**config.mk**
```make
export PLATFORM = sky130hd
export DESIGN_NAME = bx_exchange
export DESIGN_NICKNAME = d
export VERILOG_FILES = /design/src/rtl/bx_pkg.sv /design/src/rtl/bx_latch.sv /design/src/rtl/bx_b2a_path.sv /design/src/rtl/bx_a2b_path.sv /design/src/rtl/bx_oe_ctrl.sv /design/src/rtl/bx_exchange.sv
export SDC_FILE = /design/constraint.sdc
export NUM_CORES = 1
export LEC_CHECK = 0
export ABC_CLOCK_PERIOD_IN_PS = 920
export BUFFER_PORTS_ARGS = -buffer_cell sky130_fd_sc_hd__buf_2
export CORE_ASPECT_RATIO = 0.7
export CORE_UTILIZATION = 48
export DETAILED_ROUTE_END_ITERATION = 8
export HOLD_SLACK_MARGIN = 0.05
export PLACE_DENSITY_LB_ADDON = 0.15
export SLEW_MARGIN = 40
export SYNTH_ARGS = -nofsm -noshare
export SYNTH_HDL_FRONTEND = slang
export SYNTH_HIERARCHICAL = 1
export SYNTH_SLANG_ARGS = --single-unit
```
**constraint.sdc**
```tcl
create_clock -name clk -period 0.92 [get_ports clk]
set_input_delay 0.046 -clock clk [delete_from_list [all_inputs] [get_ports clk]]
set_output_delay 0.046 -clock clk [all_outputs]
set_load 0.02 [all_outputs]
```
**src/rtl/bx_pkg.sv**
```systemverilog
package bx_pkg;

  typedef enum logic [1:0] {
    DIR_IDLE  = 2'd0,
    DIR_B2A   = 2'd1,
    DIR_A2B   = 2'd2,
    DIR_CLASH = 2'd3
  } bx_dir_e;

  typedef struct packed {
    logic a;
    logic b1;
    logic b2;
  } bx_drive_t;

  // Turn active-low requests into active-high drives, gated by reset.
  function automatic bx_drive_t bx_decode(input logic rst_n, input logic oea_n,
                                          input logic oe1b_n, input logic oe2b_n);
    bx_drive_t r;
    r.a  = rst_n & ~oea_n;
    r.b1 = rst_n & ~oe1b_n;
    r.b2 = rst_n & ~oe2b_n;
    return r;
  endfunction

  function automatic bx_dir_e bx_direction(input bx_drive_t d);
    if (d.a && (d.b1 || d.b2)) return DIR_CLASH;
    if (d.a)                   return DIR_B2A;
    if (d.b1 || d.b2)          return DIR_A2B;
    return DIR_IDLE;
  endfunction

endpackage

```
**src/rtl/bx_latch.sv**
```systemverilog
module bx_latch #(
  parameter int W = 12
) (
  input  logic         clk,
  input  logic         rst_n,
  input  logic         le,
  input  logic [W-1:0] d,
  output logic [W-1:0] q
);

  logic [W-1:0] held;

  always_ff @(posedge clk) begin
    if (!rst_n)  held <= '0;
    else if (le) held <= d;
  end

  assign q = le ? d : held;

  // a closed latch keeps its output across consecutive edges
  assert_hold_stable_R2: assert property (@(posedge clk) disable iff (!rst_n)
    (!le && $past(!le) && $past(rst_n)) |-> $stable(q));

  // on closing, the output is the value sampled at the last open edge
  assert_close_capture_R2: assert property (@(posedge clk) disable iff (!rst_n)
    ($past(le) && !le && $past(rst_n)) |-> (q == $past(d)));

endmodule

```
**src/rtl/bx_b2a_path.sv**
```systemverilog
module bx_b2a_path #(
  parameter int W = 12
) (
  input  logic         clk,
  input  logic         rst_n,
  input  logic         sel,
  input  logic         le1b,
  input  logic         le2b,
  input  logic [W-1:0] b1_in,
  input  logic [W-1:0] b2_in,
  output logic [W-1:0] a_val
);

  logic [W-1:0] from_b1;
  logic [W-1:0] from_b2;

  bx_latch #(.W(W)) u_lat_b1 (
    .clk(clk), .rst_n(rst_n), .le(le1b), .d(b1_in), .q(from_b1)
  );

  bx_latch #(.W(W)) u_lat_b2 (
    .clk(clk), .rst_n(rst_n), .le(le2b), .d(b2_in), .q(from_b2)
  );

  assign a_val = sel ? from_b1 : from_b2;

  // with B1 selected and its latch open, A follows the B1 pins
  assert_sel_b1_R3: assert property (@(posedge clk) disable iff (!rst_n)
    (sel && le1b) |-> (a_val == b1_in));

  // with B2 selected and its latch open, A follows the B2 pins
  assert_sel_b2_R3: assert property (@(posedge clk) disable iff (!rst_n)
    (!sel && le2b) |-> (a_val == b2_in));

endmodule

```
**src/rtl/bx_a2b_path.sv**
```systemverilog
module bx_a2b_path #(
  parameter int W = 12
) (
  input  logic         clk,
  input  logic         rst_n,
  input  logic         lea1b,
  input  logic         lea2b,
  input  logic [W-1:0] a_in,
  output logic [W-1:0] b1_val,
  output logic [W-1:0] b2_val
);

  bx_latch #(.W(W)) u_lat_a1 (
    .clk(clk), .rst_n(rst_n), .le(lea1b), .d(a_in), .q(b1_val)
  );

  bx_latch #(.W(W)) u_lat_a2 (
    .clk(clk), .rst_n(rst_n), .le(lea2b), .d(a_in), .q(b2_val)
  );

  // the B2 latch is untouched while only the B1 latch is open
  assert_bank_indep_R4: assert property (@(posedge clk) disable iff (!rst_n)
    (lea1b && !lea2b && $past(!lea2b) && $past(rst_n)) |-> $stable(b2_val));

endmodule

```
**src/rtl/bx_oe_ctrl.sv**
```systemverilog
module bx_oe_ctrl
  import bx_pkg::*;
(
  input  logic      clk,
  input  logic      rst_n,
  input  logic      oea_n,
  input  logic      oe1b_n,
  input  logic      oe2b_n,
  output bx_drive_t drive,
  output bx_dir_e   dir
);

  assign drive = bx_decode(rst_n, oea_n, oe1b_n, oe2b_n);
  assign dir   = bx_direction(drive);

  // nothing drives while reset is held
  assert_reset_float_R1: assert property (@(posedge clk)
    !rst_n |-> (drive == '0 && dir == DIR_IDLE));

  // both directions requested must be classed as a clash
  assert_clash_class_R7: assert property (@(posedge clk) disable iff (!rst_n)
    (!oea_n && (!oe1b_n || !oe2b_n)) |-> (dir == DIR_CLASH));

  // each bank drive follows only its own request
  assert_bank_oe_R6: assert property (@(posedge clk) disable iff (!rst_n)
    (drive.b1 == !oe1b_n) && (drive.b2 == !oe2b_n));

endmodule

```
**src/rtl/bx_exchange.sv**
```systemverilog
module bx_exchange
  import bx_pkg::*;
#(
  parameter int W = 12
) (
  input  logic         clk,
  input  logic         rst_n,
  input  logic         sel,
  input  logic         le1b,
  input  logic         le2b,
  input  logic         lea1b,
  input  logic         lea2b,
  input  logic         oea_n,
  input  logic         oe1b_n,
  input  logic         oe2b_n,
  input  logic [W-1:0] a_in,
  output logic [W-1:0] a_out,
  output logic         a_oe,
  input  logic [W-1:0] b1_in,
  output logic [W-1:0] b1_out,
  output logic         b1_oe,
  input  logic [W-1:0] b2_in,
  output logic [W-1:0] b2_out,
  output logic         b2_oe,
  output logic         clash
);

  logic [W-1:0] a_val;
  logic [W-1:0] b1_val;
  logic [W-1:0] b2_val;
  bx_drive_t    drive;
  bx_dir_e      dir;
  logic         is_clash;

  bx_b2a_path #(.W(W)) u_b2a (
    .clk(clk), .rst_n(rst_n), .sel(sel), .le1b(le1b), .le2b(le2b),
    .b1_in(b1_in), .b2_in(b2_in), .a_val(a_val)
  );

  bx_a2b_path #(.W(W)) u_a2b (
    .clk(clk), .rst_n(rst_n), .lea1b(lea1b), .lea2b(lea2b),
    .a_in(a_in), .b1_val(b1_val), .b2_val(b2_val)
  );

  bx_oe_ctrl u_oe (
    .clk(clk), .rst_n(rst_n), .oea_n(oea_n), .oe1b_n(oe1b_n),
    .oe2b_n(oe2b_n), .drive(drive), .dir(dir)
  );

  assign is_clash = (dir == DIR_CLASH);

  assign a_oe   = drive.a;
  assign b1_oe  = drive.b1;
  assign b2_oe  = drive.b2;
  assign clash  = is_clash;
  assign a_out  = is_clash ? 'x : a_val;
  assign b1_out = is_clash ? 'x : b1_val;
  assign b2_out = is_clash ? 'x : b2_val;

  // a clash can only be flagged when A and a bank both drive
  assert_clash_src_R7: assert property (@(posedge clk) disable iff (!rst_n)
    clash |-> (a_oe && (b1_oe || b2_oe)));

  // A drive follows its active-low request once out of reset
  assert_a_oe_R5: assert property (@(posedge clk) disable iff (!rst_n)
    a_oe == !oea_n);

endmodule

```
==> flow_summary_export.csv <==
group,metric,value,unit
outcome,status,"finished, violations left",
outcome,violations,"design-rule violations, negative setup slack",
route,ant_nets,0,
sta,maxSlewHeadroom,86.1,%
clocking,root_buffer,"clkbuf_8",
global_route,grt_overflow_total,0,
global_route,grt_max_degree,26,
worst_setup_path,cp_num_cells,3,
die,die_x,83.8,µm
synth,synth_warnings,6,
layout,final_area,3270,µm²
worst_setup_path,cp_top_family,"multiplexers",
synth,ys_seq_elements,48,
place,dp_hpwl,3020,µm
place,dp_cells,311,
synth,syn_area_per_cell,13.2,µm²
die,core,4430,µm²
die,fp-row-count,20,
sta,setup-tns-final,-8.27,ns
global_route,grt_usage,19.3,%
power_and_ir_drop,ir_drop,1090,µV
layout,n_fill_cell,295,
synth,synth_area,2250,µm²
die,start_util,50.8,%
worst_setup_path,crit_slowest_cell,"dfxtp_1",
clocking,postCtsHoldBufs,0,
layout,layout.cells.non_filler,326,
worst_setup_path,crit_path_frequent_cell,"mux2_4",
route,dr.pass1.iters,6,
layout,diodes,0,
global_route,grt_pass1_wl,7240,µm
route,num_vias,1507,
place,gp_congestion,0.698,
worst_setup_path,crit_fanout,2,
route,vias_per_cell,4.62,
worst_setup_path,regToRegSetupSlack,-0.03,ns
route,wirelength,4600,µm
clocking,clkSinkCount,48,
die,dieArea,4970,µm²
clocking,cts_made_buffers,5,
sta,clock_skew,0,ns
sta,max_freq,0.745,GHz
worst_setup_path,cpPeakStageDelay,0.31,ns
sta,post-route-period-util,146,%
hold_path,hold_path_class,"in2reg",
synth,syn_inst,171,
layout,drive_above_1_share,67.2,%
sta,tightestPinTransition,0.209,ns
worst_setup_path,cp_data_arrival_time,1.30,ns
sta,setup_slack,-0.422,ns
worst_setup_path,crit_path_start_kind,"flop",
worst_setup_path,rr_worst_depth,3,
worst_setup_path,r2r_end,"u_a2b/u_lat_a2/held[8]$_SDFF_PN0_",
synth,synthesis.nets,217,
power_and_ir_drop,p_per_area,1620,nW/µm²
sta,period_needed,1.34,ns
job,maxCapViolCount,0,
clocking,htreeDepth,2,
worst_setup_path,crit_chain,"mux2_4 -> mux2_4 -> buf_6",
power_and_ir_drop,total_power,5280,µW
worst_setup_path,path_class,"reg2out",
clocking,cts_tree,"done",
synth,seq_area_frac_synth,42.7,%
place,port_buffers,85,
worst_setup_path,crit_start,"u_b2a/u_lat_b2/held[0]$_SDFF_PN0_",
clocking,clockBufferDepth,2,
worst_setup_path,cp-endpoint,"a_out[0]",
clocking,insertion_delay,0.30,ns
worst_setup_path,worstPathRequired,0.87,ns
power_and_ir_drop,p_leak,0.00162,µW
sta,setup_viol,40,
global_route,grt_pass1_vias,1473,
worst_setup_path,r2r_start,"u_a2b/u_lat_a2/held[8]$_SDFF_PN0_",
layout,syn2layout_area_growth,45.2,%
place,place_area,2820,µm²
route,drt-initial-drc-count,76,
sta,hold_viol,0,
synth,yosysUniqueCellTypes,10,
worst_setup_path,worst-path-buf-inv,1,
die,die_y,59.3,µm
clocking,clk_pin_slew_worst_paths,0.09,ns
global_route,antenna_found_initial,0,
sta,grt_setup_unrepaired,"yes",
worst_setup_path,end_kind,"output port",
route,wl_per_cell,14.1,µm
layout,nets,316,
die,io_pins,86,
route,drc,9,
sta,report.final.slew_viol_count,0,
==> per-stage QoR <==
stage	utilization (%)	hold WS, ns	setup slack [ns]
6_report	73.7	0.0880	-0.422
5_1_grt	73.7	0.0794	-0.447
4_1_cts	72.9	0.0776	-0.441
3_5_place_dp	63.6	0.355	-0.201
3_3_place_gp	63.6	0.350	-0.179
2_1_floorplan	-	0.168	0.0353
==> what timing repair did <==
item | in CTS | in global routing
gates resized for setup | 80 | 10
setup endpoints to repair | 36 | 40
pin swaps | 3 | 0
gates cloned | 0 | 0
buffers inserted | 5 | 4
==> per-layer routing <==
layer | routed length (µm) | track usage (%)
met1 | 2300 | 26.9
met5 | 0 | 0
met4 | 47 | 7.39
met2 | 2050 | 29.6
met3 | 201 | 4.46
==> worst register-to-register path, delay by kind of cell, from the launching register on <==
kind,cells,cell delay [ns]
buffers and inverters,1,0.12
multiplexers,1,0.27
AND/OR/NAND/NOR,1,0.14
flip-flops,1,0.32
==> state kept, by name, summed over array words and instances (netlist names) <==
name and count:
u_b2a/u_lat_b2/held 12, u_a2b/u_lat_a1/held 12, u_a2b/u_lat_a2/held 12, u_b2a/u_lat_b1/held 12
==> power breakdown <==
part / switching, µW / internal [µW]
clock: 698 / 959
combinational: 561 / 825
sequential: 33.5 / 2200
total: 1290 / 3990
==> worst min path at each step <==
stage | slack [ns] | end | start | cells after the start
6_report | 0.09 | u_b2a/u_lat_b1/held[5]$_SDFF_PN0_ | b1_in[5] | 3
2_1_floorplan | 0.17 | u_a2b/u_lat_a1/held[10]$_SDFF_PN0_ | rst_n | 1
4_1_cts | 0.08 | u_b2a/u_lat_b1/held[5]$_SDFF_PN0_ | b1_in[5] | 3
5_1_grt | 0.08 | u_b2a/u_lat_b2/held[8]$_SDFF_PN0_ | b2_in[8] | 3
3_3_place_gp | 0.35 | a_oe | oea_n | 3
3_5_place_dp | 0.36 | a_oe | oea_n | 3
==> cell families after synthesis <==
| family | Yosys count | share of synthesized area (%) |
|---|---|---|
| AOI/OAI and AO/OA | 1 | 0.501 |
| buffers and inverters | 10 | 3.50 |
| DFF | 48 | 42.7 |
| muxes | 60 | 38.4 |
| and+or+nand+nor | 52 | 14.9 |
==> synthesized netlist by cell type <==
cell	instances	share of area (%)
mux2_2	10	5.0
buf_6	5	2.5
and2_1	45	13
nor2b_1	3	0.83
a21boi_2	1	0.50
buf_4	1	0.33
and2_4	4	1.6
dfxtp_1	48	43
clkbuf_1	4	0.67
mux2_4	50	33
==> layout make-up <==
class                   instances  area [µm²]  share of cell area (%)
clock inverters                 1        30.0                   0.920
clock buffers                   7        96.3                    2.95
repair buffers                102         876                    26.8
flip-flops and latches         48         966                    29.6
multi-input cells             113        1230                    37.6
well taps                      55        68.8                    2.11
==> cell usage in the layout, fill, tap and decap left out <==
master     instances
mux2_4            53
buf_2             49
dfxtp_1           44
and2_1            42
buf_6             42
clkbuf_8           7
mux2_2             7
and2_4             7
buf_12             6
buf_4              5
dfxtp_2            4
nor2b_1            3
bufinv_16          1
a21boi_2           1
No activity file was read; power rests on OpenSTA's default activity.
